$ cat config.mk
export PLATFORM = sky130hd
export DESIGN_NAME = sdram_cmd_monitor
export DESIGN_NICKNAME = d
export VERILOG_FILES = /design/src/rtl/sdmon_pkg.sv /design/src/rtl/sdmon_decode.sv /design/src/rtl/sdmon_downcnt.sv /design/src/rtl/sdmon_bank.sv /design/src/rtl/sdmon_refwin.sv /design/src/rtl/sdram_cmd_monitor.sv
export SDC_FILE = /design/constraint.sdc
export NUM_CORES = 1
export LEC_CHECK = 0
export CORE_ASPECT_RATIO = 0.7
export CORE_MARGIN = 3
export CORE_UTILIZATION = 58
export CTS_CLUSTER_DIAMETER = 80
export CTS_CLUSTER_SIZE = 28
export DETAILED_ROUTE_END_ITERATION = 16
export GPL_TIMING_DRIVEN = 1
export PLACE_DENSITY = 0.82
export SLEW_MARGIN = 25
export SYNTH_ARGS = -nofsm -noshare
export SYNTH_HDL_FRONTEND = slang
export SYNTH_HIERARCHICAL = 1
export SYNTH_SLANG_ARGS = --single-unit
$ cat constraint.sdc
create_clock -name clk -period 3 [get_ports clk]
set_clock_uncertainty 0.1 [all_clocks]
set_input_delay 0.3 -clock clk [delete_from_list [all_inputs] [get_ports clk]]
set_output_delay 0.3 -clock clk [all_outputs]
set_load 0.02 [all_outputs]
$ cat src/rtl/sdmon_pkg.sv
package sdmon_pkg;

   typedef enum logic [2:0] {
      CMD_NOP, CMD_ACT, CMD_RD, CMD_WR, CMD_PRE, CMD_REF, CMD_MRS, CMD_BST
   } sd_cmd_e;

   localparam int NERR       = 12;
   localparam int E_MRS_OPEN = 0;
   localparam int E_REF_OPEN = 1;
   localparam int E_MRD      = 2;
   localparam int E_RC       = 3;
   localparam int E_RRD      = 4;
   localparam int E_RCD      = 5;
   localparam int E_RAS      = 6;
   localparam int E_WR       = 7;
   localparam int E_RP       = 8;
   localparam int E_CLOSED   = 9;
   localparam int E_AP_BUSY  = 10;
   localparam int E_REF_LOW  = 11;

endpackage

$ cat src/rtl/sdmon_decode.sv
module sdmon_decode
   import sdmon_pkg::*;
(
   input  logic    clk,
   input  logic    rst_n,
   input  logic    cs_n,
   input  logic    ras_n,
   input  logic    cas_n,
   input  logic    we_n,
   input  logic    cke,
   output sd_cmd_e cmd
);

   logic cke_prev;

   always_ff @(posedge clk or negedge rst_n) begin
      if (!rst_n) cke_prev <= 1'b1;
      else        cke_prev <= cke;
   end

   always_comb begin
      cmd = CMD_NOP;
      if (!cs_n && cke_prev) begin
         unique case ({ras_n, cas_n, we_n})
            3'b011:  cmd = CMD_ACT;
            3'b101:  cmd = CMD_RD;
            3'b100:  cmd = CMD_WR;
            3'b010:  cmd = CMD_PRE;
            3'b001:  cmd = CMD_REF;
            3'b000:  cmd = CMD_MRS;
            3'b110:  cmd = CMD_BST;
            default: cmd = CMD_NOP;
         endcase
      end
   end

endmodule

$ cat src/rtl/sdmon_downcnt.sv
module sdmon_downcnt #(
   parameter int W = 4
) (
   input  logic         clk,
   input  logic         rst_n,
   input  logic         load,
   input  logic [W-1:0] val,
   output logic         busy
);

   logic [W-1:0] cnt;

   always_ff @(posedge clk or negedge rst_n) begin
      if (!rst_n)          cnt <= '0;
      else if (load)       cnt <= val;
      else if (cnt != '0)  cnt <= cnt - W'(1);
   end

   assign busy = (cnt != '0);

endmodule

$ cat src/rtl/sdmon_bank.sv
module sdmon_bank #(
   parameter int CW    = 12,
   parameter int T_RC  = 9,
   parameter int T_RRD = 2,
   parameter int T_RCD = 3,
   parameter int T_RAS = 6,
   parameter int T_RP  = 3,
   parameter int T_WR  = 2
) (
   input  logic          clk,
   input  logic          rst_n,
   input  logic          act,
   input  logic          pre,
   input  logic          rd,
   input  logic          wr,
   input  logic          ap,
   input  logic [CW-1:0] bl,
   output logic          is_open,
   output logic          rc_busy,
   output logic          rrd_busy,
   output logic          rcd_busy,
   output logic          ras_busy,
   output logic          rp_busy,
   output logic          wr_busy
);

   logic          rd_ap, wr_ap, rp_load;
   logic [CW-1:0] rp_val, wr_val;

   assign rd_ap   = rd && ap;
   assign wr_ap   = wr && ap;
   assign rp_load = pre || rd_ap || wr_ap;
   assign wr_val  = bl + CW'(T_WR) - CW'(2);

   always_comb begin
      if (pre)        rp_val = CW'(T_RP - 1);
      else if (rd_ap) rp_val = bl + CW'(T_RP - 1);
      else            rp_val = bl + CW'(T_WR + T_RP - 2);
   end

   always_ff @(posedge clk or negedge rst_n) begin
      if (!rst_n)                 is_open <= 1'b0;
      else if (act)               is_open <= 1'b1;
      else if (pre || rd_ap || wr_ap) is_open <= 1'b0;
   end

   sdmon_downcnt #(.W(CW)) u_rc  (.clk(clk), .rst_n(rst_n), .load(act),
                                  .val(CW'(T_RC - 1)),  .busy(rc_busy));
   sdmon_downcnt #(.W(CW)) u_rrd (.clk(clk), .rst_n(rst_n), .load(act),
                                  .val(CW'(T_RRD - 1)), .busy(rrd_busy));
   sdmon_downcnt #(.W(CW)) u_rcd (.clk(clk), .rst_n(rst_n), .load(act),
                                  .val(CW'(T_RCD - 1)), .busy(rcd_busy));
   sdmon_downcnt #(.W(CW)) u_ras (.clk(clk), .rst_n(rst_n), .load(act),
                                  .val(CW'(T_RAS - 1)), .busy(ras_busy));
   sdmon_downcnt #(.W(CW)) u_rp  (.clk(clk), .rst_n(rst_n), .load(rp_load),
                                  .val(rp_val),         .busy(rp_busy));
   sdmon_downcnt #(.W(CW)) u_wr  (.clk(clk), .rst_n(rst_n), .load(wr),
                                  .val(wr_val),         .busy(wr_busy));

endmodule

$ cat src/rtl/sdmon_refwin.sv
module sdmon_refwin #(
   parameter int WIN    = 8512000,
   parameter int MINREF = 8192
) (
   input  logic clk,
   input  logic rst_n,
   input  logic ref_hit,
   output logic short_win
);

   localparam int WW = (WIN > 2) ? $clog2(WIN) : 1;
   localparam int RW = $clog2(MINREF + 1);

   logic [WW-1:0] win_cnt;
   logic [RW-1:0] ref_cnt, ref_next;

   assign ref_next = (ref_hit && (ref_cnt != RW'(MINREF))) ? ref_cnt + RW'(1) : ref_cnt;

   always_ff @(posedge clk or negedge rst_n) begin
      if (!rst_n) begin
         win_cnt   <= '0;
         ref_cnt   <= '0;
         short_win <= 1'b0;
      end else if (win_cnt == WW'(WIN - 1)) begin
         short_win <= (ref_next < RW'(MINREF));
         win_cnt   <= '0;
         ref_cnt   <= '0;
      end else begin
         short_win <= 1'b0;
         win_cnt   <= win_cnt + WW'(1);
         ref_cnt   <= ref_next;
      end
   end

endmodule

$ cat src/rtl/sdram_cmd_monitor.sv
module sdram_cmd_monitor
   import sdmon_pkg::*;
#(
   parameter int ADDR_W    = 13,
   parameter int BA_W      = 2,
   parameter int AP_BIT    = 10,
   parameter int COL_W     = 10,
   parameter int T_RC      = 9,
   parameter int T_RRD     = 2,
   parameter int T_RCD     = 3,
   parameter int T_RAS     = 6,
   parameter int T_RP      = 3,
   parameter int T_WR      = 2,
   parameter int T_MRD     = 2,
   parameter int REF_MIN   = 8192,
   parameter int REF_WIN   = 8512000,
   parameter bit REF_CHECK = 1'b1
) (
   input  logic              clk,
   input  logic              rst_n,
   input  logic              clr,
   input  logic              cs_n,
   input  logic              ras_n,
   input  logic              cas_n,
   input  logic              we_n,
   input  logic              cke,
   input  logic [BA_W-1:0]   ba,
   input  logic [ADDR_W-1:0] addr,
   output logic              err_flag,
   output logic [NERR-1:0]   err_vec,
   output logic [$clog2(NERR+1)-1:0] err_code
);

   localparam int NBANK     = 1 << BA_W;
   localparam int FULL_PAGE = 1 << COL_W;
   localparam int CW        = $clog2(FULL_PAGE + T_RC + T_RAS + T_WR + T_RP + T_MRD + 2);
   localparam int CDW       = $clog2(NERR + 1);
   localparam logic [ADDR_W-1:0] USED_MASK = ADDR_W'((1 << AP_BIT) | 7);

   // elaboration-time parameter checks
   if (AP_BIT >= ADDR_W || AP_BIT < 3) begin : g_bad_ap
      $error("auto-precharge bit must lie inside the address bus above the burst field");
   end
   if (COL_W > AP_BIT) begin : g_bad_col
      $error("column field must sit below the auto-precharge bit");
   end
   if (T_RC < 1 || T_RRD < 1 || T_RCD < 1 || T_RAS < 1 || T_RP < 1 || T_WR < 1 || T_MRD < 1) begin : g_bad_t
      $error("timing limits must be at least one clock");
   end
   if (T_RAS > T_RC) begin : g_bad_ras
      $error("row active time cannot exceed row cycle time");
   end
   if (REF_MIN < 1 || REF_WIN < 2) begin : g_bad_ref
      $error("refresh window parameters out of range");
   end

   sd_cmd_e          cmd;
   logic             ap, addr_unused;
   logic [CW-1:0]    bl_q;
   logic             mrd_busy, ap_busy, ref_short, any_open, is_rdwr;
   logic [NBANK-1:0] act_b, pre_b, rd_b, wr_b, open_v;
   logic [NBANK-1:0] rc_v, rrd_v, rcd_v, ras_v, rp_v, wr_v;
   logic [NERR-1:0]  e_now, err_q;
   logic [CDW-1:0]   code_q;

   assign ap          = addr[AP_BIT];
   assign addr_unused = ^(addr & ~USED_MASK);
   assign is_rdwr     = (cmd == CMD_RD) || (cmd == CMD_WR);
   assign any_open    = |open_v;

   sdmon_decode u_dec (
      .clk(clk), .rst_n(rst_n), .cs_n(cs_n), .ras_n(ras_n),
      .cas_n(cas_n), .we_n(we_n), .cke(cke), .cmd(cmd)
   );

   // burst length captured from mode register set
   always_ff @(posedge clk or negedge rst_n) begin
      if (!rst_n) bl_q <= CW'(1);
      else if (cmd == CMD_MRS) begin
         unique case (addr[2:0])
            3'd1:    bl_q <= CW'(2);
            3'd2:    bl_q <= CW'(4);
            3'd3:    bl_q <= CW'(8);
            3'd7:    bl_q <= CW'(FULL_PAGE);
            default: bl_q <= CW'(1);
         endcase
      end
   end

   sdmon_downcnt #(.W(CW)) u_mrd (
      .clk(clk), .rst_n(rst_n), .load(cmd == CMD_MRS),
      .val(CW'(T_MRD - 1)), .busy(mrd_busy)
   );

   sdmon_downcnt #(.W(CW)) u_apb (
      .clk(clk), .rst_n(rst_n), .load(is_rdwr && ap),
      .val(bl_q - CW'(1)), .busy(ap_busy)
   );

   for (genvar g = 0; g < NBANK; g++) begin : g_bank
      logic sel;
      assign sel      = (ba == BA_W'(g));
      assign act_b[g] = (cmd == CMD_ACT) && sel;
      assign pre_b[g] = (cmd == CMD_PRE) && (ap || sel);
      assign rd_b[g]  = (cmd == CMD_RD) && sel;
      assign wr_b[g]  = (cmd == CMD_WR) && sel;

      sdmon_bank #(
         .CW(CW), .T_RC(T_RC), .T_RRD(T_RRD), .T_RCD(T_RCD),
         .T_RAS(T_RAS), .T_RP(T_RP), .T_WR(T_WR)
      ) u_bank (
         .clk(clk), .rst_n(rst_n), .act(act_b[g]), .pre(pre_b[g]),
         .rd(rd_b[g]), .wr(wr_b[g]), .ap(ap), .bl(bl_q),
         .is_open(open_v[g]), .rc_busy(rc_v[g]), .rrd_busy(rrd_v[g]),
         .rcd_busy(rcd_v[g]), .ras_busy(ras_v[g]), .rp_busy(rp_v[g]),
         .wr_busy(wr_v[g])
      );
   end

   if (REF_CHECK) begin : g_ref
      sdmon_refwin #(.WIN(REF_WIN), .MINREF(REF_MIN)) u_refwin (
         .clk(clk), .rst_n(rst_n), .ref_hit(cmd == CMD_REF), .short_win(ref_short)
      );
   end else begin : g_noref
      assign ref_short = 1'b0;
   end

   always_comb begin
      e_now              = '0;
      e_now[E_MRS_OPEN]  = (cmd == CMD_MRS) && any_open;
      e_now[E_REF_OPEN]  = (cmd == CMD_REF) && any_open;
      e_now[E_MRD]       = (cmd != CMD_NOP) && mrd_busy;
      e_now[E_RC]        = |(act_b & rc_v);
      e_now[E_RRD]       = (cmd == CMD_ACT) && |(rrd_v & ~act_b);
      e_now[E_RCD]       = |((rd_b | wr_b) & rcd_v);
      e_now[E_RAS]       = |(pre_b & open_v & ras_v);
      e_now[E_WR]        = |(pre_b & wr_v);
      e_now[E_RP]        = |(act_b & rp_v);
      e_now[E_CLOSED]    = |((rd_b | wr_b) & ~open_v);
      e_now[E_AP_BUSY]   = is_rdwr && ap_busy;
      e_now[E_REF_LOW]   = ref_short;
   end

   function automatic logic [CDW-1:0] first_code(input logic [NERR-1:0] v);
      first_code = '0;
      for (int i = NERR - 1; i >= 0; i--) begin
         if (v[i]) first_code = CDW'(i + 1);
      end
   endfunction

   always_ff @(posedge clk or negedge rst_n) begin
      if (!rst_n) begin
         err_q  <= '0;
         code_q <= '0;
      end else if (clr) begin
         err_q  <= '0;
         code_q <= '0;
      end else begin
         err_q <= err_q | e_now;
         if (err_q == '0 && e_now != '0) code_q <= first_code(e_now);
      end
   end

   assign err_vec  = err_q;
   assign err_code = code_q;
   assign err_flag = |err_q;

endmodule

Yosys cells after proc, flatten, opt, wreduce, memory -nomap -nowiden
Index checks and enable logic that the tools add are counted.
{"block": "op_classes", "shifts": 0, "order_cmp": 1, "n_mux": 90, "eq_ne": 21, "n_mul": 0, "bitwise_logic": 12, "n_reduce_logical": 118, "div": 0, "addsub": 32}
{"operator": "11-bit two-way mux", "count": 60}
{"operator": "11-bit by 1-bit subtractor with 11-bit output, second input constant", "count": 27}
{"operator": "11-bit nonzero test", "count": 26}
{"operator": "2-bit nonzero test", "count": 31}
{"operator": "4-bit two-way mux", "count": 14}
{"operator": "11-bit case mux with 4 select lines", "count": 1}
{"operator": "1-bit logical AND", "count": 33}
{"operator": "4-bit AND", "count": 8}
{"operator": "4-bit OR reduction", "count": 8}
{"operator": "14-bit two-way mux", "count": 2}
{"operator": "24-bit by 1-bit adder with 24-bit output, second input constant", "count": 1}
{"operator": "24-bit == test, second input constant", "count": 1}
{"operator": "24-bit two-way mux", "count": 1}
{"operator": "11-bit by 2-bit adder with 11-bit output, second input constant", "count": 2}
{"operator": "3-bit == test, second input constant", "count": 7}
{"operator": "3-bit case mux with 7 select lines", "count": 1}
{"operator": "3-bit by 2-bit == test with 1-bit output, second input constant", "count": 6}
{"operator": "14-bit by 1-bit adder with 14-bit output, second input constant", "count": 1}
{"operator": "14-bit < comparator, second input constant", "count": 1}
{"operator": "14-bit inequality test, second input constant", "count": 1}
{"operator": "1-bit logical OR", "count": 13}
{"operator": "12-bit zero test", "count": 1}
{"operator": "12-bit two-way mux", "count": 1}
{"operator": "12-bit bitwise OR", "count": 1}
{"operator": "14 further kinds", "count": 26}
{"block": "word_totals", "mem_count": 0, "out_inout_bits": 17, "rom_bits": 0, "reg_bits": 357, "latchBits": 0, "ramBits": 0}

Depth between registers and ports, before layout
{"block": "logic_depth", "word_depth": 20, "ltp_mapped": 13, "mapped_depth_nobuf": 12}

Modules after synthesis
The synthesis kept the hierarchy.
{"mod": "sdmon_downcnt", "cells_each": 59, "instances": 26, "area_each_um2": 628.1, "seq_area_each_um2": 275.3}
{"mod": "sdmon_bank", "cells_each": 111, "instances": 4, "area_each_um2": 750.7, "seq_area_each_um2": 25.0}
{"mod": "sdmon_refwin", "cells_each": 198, "instances": 1, "area_each_um2": 1975.6, "seq_area_each_um2": 975.9}
{"mod": "sdram_cmd_monitor", "cells_each": 193, "instances": 1, "area_each_um2": 1641.6, "seq_area_each_um2": 526.8}
{"mod": "sdmon_decode", "cells_each": 9, "instances": 1, "area_each_um2": 93.8, "seq_area_each_um2": 26.3}

Least setup slack after synthesis
OpenSTA, ideal clock, no wires.
{"block": "synth_timing", "kind": "reg2reg", "from": "reg g_bank[3].u_bank.u_wr.cnt[0]", "to": "reg code_q[1] (netlist: err_code[1])", "t_arrival_ps": 3027, "period_less_slack_ps": 3207, "setup_time_ps": 79, "required_ps": 2821, "path_stages_with_launch": 12, "slack_ps": -207, "cell_sequence": "dfrtp_1 inv_1 ha_1 or4b_1 buf_2 or4_4 mux4_2 o21ai_2 nand2_2 or3_4 o21ai_2 mux2i_1"}
{"block": "synth_between", "elab_chain_len": 13, "word_cells_on_any_way": 16, "cone_classes": "10 x mux; 1 x bitwise; 5 x reduce/logical"}
{"item": "start, declared", "line": "sdmon_downcnt.sv:11", "text": "logic [W-1:0] cnt;"}
{"item": "start signal, assigned", "line": "sdmon_downcnt.sv:15", "text": "else if (load) cnt <= val;"}
{"item": "start signal, assigned", "line": "sdmon_downcnt.sv:16", "text": "else if (cnt != '0) cnt <= cnt - W'(1);"}
{"item": "11-bit nonzero test (*)", "line": "sdmon_downcnt.sv:19", "text": "assign busy = (cnt != '0);"}
{"item": "net wr_v[3]", "line": "sdram_cmd_monitor.sv:62", "text": "logic [NBANK-1:0] rc_v, rrd_v, rcd_v, ras_v, rp_v, wr_v;"}
{"item": "4-bit AND (*)", "line": "sdram_cmd_monitor.sv:137", "text": "e_now[E_WR] = |(pre_b & wr_v);"}
{"item": "4-bit OR reduction (*)", "line": "sdram_cmd_monitor.sv:137"}
{"item": "4-bit two-way mux (8 in a row)", "line": "sdram_cmd_monitor.sv:147", "text": "if (v[i]) first_code = CDW'(i + 1);"}
{"item": "4-bit two-way mux", "line": "sdram_cmd_monitor.sv:160", "text": "if (err_q == '0 && e_now != '0) code_q <= first_code(e_now);"}
{"item": "4-bit two-way mux", "line": "sdram_cmd_monitor.sv:155", "text": "end else if (clr) begin"}
{"item": "end signal, assigned", "line": "sdram_cmd_monitor.sv:160"}
{"item": "end, declared", "line": "sdram_cmd_monitor.sv:64", "text": "logic [CDW-1:0] code_q;"}
The timed path passes the listed nets; every way through them passes the cells marked *. The select of a mux whose other input is x is not followed.
A chain may end at the register's enable or synchronous reset.

Worst setup path after layout
{"block": "layout_timing", "from": "reg g_bank[1].u_bank.u_wr.cnt[1]", "to": "reg code_q[1] (netlist: err_code[1])"}
{"block": "layout_between", "elab_chain_len": 13, "word_cells_on_any_way": 16, "cone_classes": "10 x mux; 1 x bitwise; 5 x reduce/logical"}
{"item": "start, declared", "line": "sdmon_downcnt.sv:11"}
{"item": "start signal, assigned", "line": "sdmon_downcnt.sv:15"}
{"item": "start signal, assigned", "line": "sdmon_downcnt.sv:16"}
{"item": "11-bit nonzero test (*)", "line": "sdmon_downcnt.sv:19"}
{"item": "net wr_v[1]", "line": "sdram_cmd_monitor.sv:62"}
{"item": "4-bit AND (*)", "line": "sdram_cmd_monitor.sv:137"}
{"item": "4-bit OR reduction (*)", "line": "sdram_cmd_monitor.sv:137"}
{"item": "4-bit two-way mux (8 in a row)", "line": "sdram_cmd_monitor.sv:147"}
{"item": "4-bit two-way mux", "line": "sdram_cmd_monitor.sv:160"}
{"item": "4-bit two-way mux", "line": "sdram_cmd_monitor.sv:155"}
Marks and branches as above.

==> results.md <==
Outcome:
- The run finished, with violations left.
- The final reports fail on setup timing.

Worst setup path:
- The cell type with the highest occurrence count on the critical path is sky130_fd_sc_hd__o21ai_4.
- The reg-to-reg critical path startpoint is g_bank[1].u_bank/u_wr/cnt[1].
- The worst endpoint required time is 3370 ps.
- The family with the most delay on the worst path is simple AND/OR/NAND/NOR gates.
- The reg-to-reg setup timing slack is -270 ps.
- For this run, the slowest stage of the critical path takes approximately 500 ps.
- The largest fanout of any net on the critical path is 3.
- The worst setup path is captured at a register.
- The worst register-to-register path ends at err_code[1].
- The arrival time of the worst setup path is around 3600 ps.
- Traced cell by cell, the critical path runs through inv_2 > ha_4 > or4b_4 > or4_4 > mux4_2 > o21ai_4 > nand2_2 > or3_4 > o21ai_4 > mux2i_1.
- Together, buffers and inverters on the worst path number 1.
- STA classifies the critical path startpoint as a register.
- For the worst flop-to-flop path, the logic depth is 10.
- The cell at the slowest stage of the critical path is sky130_fd_sc_hd__mux4_2.
- The start-to-end type of the worst setup path is reg -> reg.

Clock network:
- The CTS buffer count is 16.
- The longest clock path from root to sink contains 3 buffers.
- Clock tree synthesis found a total of around 350 sinks.
- The CTS root buffer is sky130_fd_sc_hd__clkbuf_16.
- The H-tree depth is 1.
- Clock latency on the worst-skew pair, taken at its later pin, is 530 ps.
- TritonCTS built the clock tree.
- After clock tree synthesis, the clock-pin slew on the worst setup and hold paths is 110 ps.

Cells and area:
- The final core area utilization is about two thirds.
- The final cell count without fillers is 3298.
- For this run, the post-layout net count is 2832.
- The area added between synthesis and finish is 15.44%.
- Of the cells placed in the final design, the portion with a size suffix greater than 1 is 16.60%.
- The number of antenna repair diodes is 0.

Detailed routing:
- The number of vias per cell is between 5 and 6.
- The first detailed-routing pass took 5 iterations.
- The final layout contains routed wiring with a total length of 52.43 mm.
- The final route contains about 18000 vias.
- The violation count after the first detailed-routing iteration is ~1200.
- After detailed routing, the number of remaining DRC violations is 0.
- In this run the remaining antenna-violating nets after routing total 0.
- The average wire per standard cell is 15.90 um.

Synthesis:
- The number of register bits inferred by synthesis is 351.
- Summing every instance area after synthesis gives 23040 sq um.
- By area the synthesized netlist is led by sky130_fd_sc_hd__dfrtp_1, sky130_fd_sc_hd__xnor2_1, sky130_fd_sc_hd__a22o_1.
- The count of mapped cells out of synthesis is 2378.
- For this run, the register share of the synthesized area comes to 38.13%.
- In this run the biggest area consumer among cell types represents 37.90% of the synthesized area.
- The most used flip-flop cell after synthesis is sky130_fd_sc_hd__dfrtp_1.
- Counting flops with a built-in enable in the synthesized netlist gives 0.
- After synthesis, the netlist uses 83 different library cells.
- The synthesis warning total is 6.
- After synthesis, the share of flip-flops with an asynchronous set or reset is 100.0%.
- The mean instance size in the synthesized netlist is 9.691 sq um.
- sky130_fd_sc_hd__dfrtp_1 takes more of the synthesized area than any other cell.

Worst hold path:
- For hold timing, the worst endpoint is u_dec/cke_prev.
- In this run the worst hold path is classified as in -> reg.
- In this run the most critical hold path is launched from cke.
- The depth of the worst hold-timing path is 1.

Floorplanning:
- For this configuration, the core starts out at a cell density of 59.37%.
- For this design the top-level I/O count stands at 40.
- The floorplan step defined a die boundary enclosing 42200 sq um.
- The x dimension of the die is 244.2 um.
- The overall die height is 172.8 um.
- The floorplan core area is 38810 sq um.
- Row generation in the floorplan step produced 60 rows.

Place:
- Prior to clock tree synthesis, the placed netlist has a worst setup slack of -327.2 ps.
- During placement, the flow inserted port buffers numbering 30.
- The HPWL after detailed placement is 38.14 mm.
- The final RePlAce weighted congestion is about 0.9.
- The number of placed instances with taps included is 3267.

Timing:
- The measured slew at the worst slew-check pin is roughly 790 ps.
- Setup repair after global routing could not meet its margin everywhere.
- The final critical-path setup slack is -269.7 ps.
- The period utilization is 109.0%.
- Based on the critical path, the design can be clocked at up to 305.8 MHz.
- In this run the tightest slew margin relative to its limit is 47.50%.
- The smallest hold slack is 61.97 ps.
- The number of pins with negative max-slew slack in the final report is 0.
- The number of hold violations in the final report was 0.
- The total setup violations reported at the end of the flow is 4.
- The final critical-path required period is 3270 ps.

Power and ir drop:
- The power per unit of standard cell area is 781.2 nW/um^2.
- The maximum resistive drop on vdd is 498.6 uV.
- Summed over all cells, the static leakage comes to 11.64 nW.

Run:
- The count of max-cap constraint violations is 0.

GRT:
- For this run the aggregate overflow at the end of global routing stands at 0.
- The initial antenna violation count is 2.
- The number of global-route vias before repair is approximately 19000.
- Entering global routing, the biggest net connects 80 pins.
- The first-pass GRT wire length is 89.40 mm.
- The overall fraction of global-route tracks in use is 24.84%.
cell usage after synthesis, types with 48 or more instances:
master and n:
sky130_fd_sc_hd__a22o_1 130, sky130_fd_sc_hd__buf_2 51, sky130_fd_sc_hd__dfrtp_1 349, sky130_fd_sc_hd__ha_1 48, sky130_fd_sc_hd__inv_1 86, sky130_fd_sc_hd__nand2_1 225
sky130_fd_sc_hd__nand3_1 56, sky130_fd_sc_hd__nor2_1 193, sky130_fd_sc_hd__o21ai_0 128, sky130_fd_sc_hd__o31ai_1 80, sky130_fd_sc_hd__or4_4 53, sky130_fd_sc_hd__xnor2_1 231
sky130_fd_sc_hd__xor2_1 98
kinds of logic (layout without fill, tap and decap cells):
logic type	Yosys count	count (layout)	share of synthesized area, %
and+or+nand+nor	861	861	23.61
adders and majority gates	48	48	2.606
muxes	44	44	2.286
buffers and inverters	218	350	4.610
AOI/OAI and AO/OA	517	517	16.09
other	10	271	0.1629
xor gates and xnor gates	329	329	12.50
DFF	351	351	38.13
power by group:
group | internal (mW) | switching, mW | total (mW)
registers | 6.74 | 2.17 | 8.91
logic | 4.99 | 4.24 | 9.23
clock network | 1.11 | 1.53 | 2.64
worst max path at each step:
stage,startpoint,endpoint,slack (ps),cells past startpoint
global placement,g_bank[1].u_bank/u_rp/cnt[0],err_code[0],-250,10
floorplan,g_bank[3].u_bank/u_wr/cnt[1],err_code[1],-150,11
global route,g_bank[1].u_bank/u_wr/cnt[1],err_code[1],-330,10
detailed placement,g_bank[0].u_bank/u_wr/cnt[1],err_code[1],-330,10
CTS,g_bank[0].u_bank/u_wr/cnt[1],err_code[1],-250,10
finish,g_bank[1].u_bank/u_wr/cnt[1],err_code[1],-270,10
metal layers:
metal	up-vias	part of all wire, %	GRT usage, %
li1	8973	-	-
met5	-	0.038	0
met2	357	47	41.16
met4	4	2.5	6.133
met1	8884	46	34.32
met3	96	4.7	3.891
flip-flops by register name (all words and copies together) (netlist names), 12 cells and up:
name                     count
g_bank.u_bank/u_ras/cnt     44
g_bank.u_bank/u_rc/cnt      44
g_bank.u_bank/u_rcd/cnt     44
g_bank.u_bank/u_rp/cnt      44
g_bank.u_bank/u_rrd/cnt     44
g_bank.u_bank/u_wr/cnt      44
g_ref.u_refwin/win_cnt      24
g_ref.u_refwin/ref_cnt      14
err_vec                     12
final cells by class:
cell class / instances / area (sq um)
multi-input cells: 2070 / 14350
fillers: 2900 / 12210
flip-flops and latches: 351 / 8790
repair buffers: 232 / 1974
well taps: 527 / 659.4
clock buffers: 27 / 473.0
inverters: 90 / 337.8
clock inverters: 1 / 16.27
worst register-to-register path: stages, from the launching register on:
cell and delay, ps:
sky130_fd_sc_hd__dfrtp_1 410, sky130_fd_sc_hd__inv_2 90, sky130_fd_sc_hd__ha_4 140, sky130_fd_sc_hd__or4b_4 460, sky130_fd_sc_hd__or4_4 470, sky130_fd_sc_hd__mux4_2 500
sky130_fd_sc_hd__o21ai_4 250, sky130_fd_sc_hd__nand2_2 90, sky130_fd_sc_hd__or3_4 350, sky130_fd_sc_hd__o21ai_4 150, sky130_fd_sc_hd__mux2i_1 190
repair_timing:
item                                   in CTS  in global routing
pin swaps                                   1                  3
setup endpoints to repair                   4                  5
gates resized for setup                     6                  8
hold buffers                                1                  0
buffers inserted                            2                  0
endpoints found under the hold margin     185                  0
metrics by stage:
| step | setup TNS [ps] | instance area, sq um | power [mW] |
|---|---|---|---|
| after global routing | -1218 | 26600 | 22.34 |
| after floorplan | -313.8 | 24110 | 15.38 |
| after CTS | -826.5 | 26560 | 20.82 |
| after global placement | -814.4 | 26020 | 17.39 |
| final | -963.6 | 26600 | 20.78 |
| after detailed placement | -1123 | 26020 | 18.04 |
cell usage in the layout, fill, tap and decap left out, types with 8 or more instances in the layout:
| cell | instances |
|---|---|
| sky130_fd_sc_hd__dfrtp_1 | 346 |
| sky130_fd_sc_hd__conb_1 | 271 |
| sky130_fd_sc_hd__xnor2_1 | 231 |
| sky130_fd_sc_hd__nand2_1 | 224 |
| sky130_fd_sc_hd__nor2_1 | 191 |
| sky130_fd_sc_hd__buf_4 | 189 |
| sky130_fd_sc_hd__a22o_1 | 130 |
| sky130_fd_sc_hd__o21ai_0 | 127 |
| sky130_fd_sc_hd__xor2_1 | 98 |
| sky130_fd_sc_hd__o31ai_1 | 80 |
| sky130_fd_sc_hd__inv_1 | 78 |
| sky130_fd_sc_hd__nand3_1 | 56 |
| sky130_fd_sc_hd__or4_4 | 53 |
| sky130_fd_sc_hd__ha_1 | 44 |
| sky130_fd_sc_hd__a21oi_1 | 40 |
| sky130_fd_sc_hd__nor4_1 | 38 |
| sky130_fd_sc_hd__nand2b_1 | 38 |
| sky130_fd_sc_hd__nor3_1 | 35 |
| sky130_fd_sc_hd__a21o_1 | 31 |
| sky130_fd_sc_hd__a211oi_1 | 29 |
| sky130_fd_sc_hd__clkdlybuf4s50_1 | 29 |
| sky130_fd_sc_hd__nor4_4 | 27 |
| sky130_fd_sc_hd__or4b_2 | 26 |
| sky130_fd_sc_hd__nor2b_4 | 26 |
| sky130_fd_sc_hd__mux2_2 | 26 |
| sky130_fd_sc_hd__or3_1 | 21 |
| sky130_fd_sc_hd__or4b_1 | 21 |
| sky130_fd_sc_hd__nand4_1 | 20 |
| sky130_fd_sc_hd__clkbuf_16 | 17 |
| sky130_fd_sc_hd__o22ai_1 | 13 |
| sky130_fd_sc_hd__inv_2 | 12 |
| sky130_fd_sc_hd__buf_12 | 12 |
| sky130_fd_sc_hd__mux2i_1 | 11 |
| sky130_fd_sc_hd__a31oi_1 | 10 |
| sky130_fd_sc_hd__clkbuf_1 | 9 |
| sky130_fd_sc_hd__and3_1 | 9 |
| sky130_fd_sc_hd__o21bai_1 | 9 |
| sky130_fd_sc_hd__o2111ai_1 | 8 |
No activity file was read; power rests on OpenSTA's default activity.
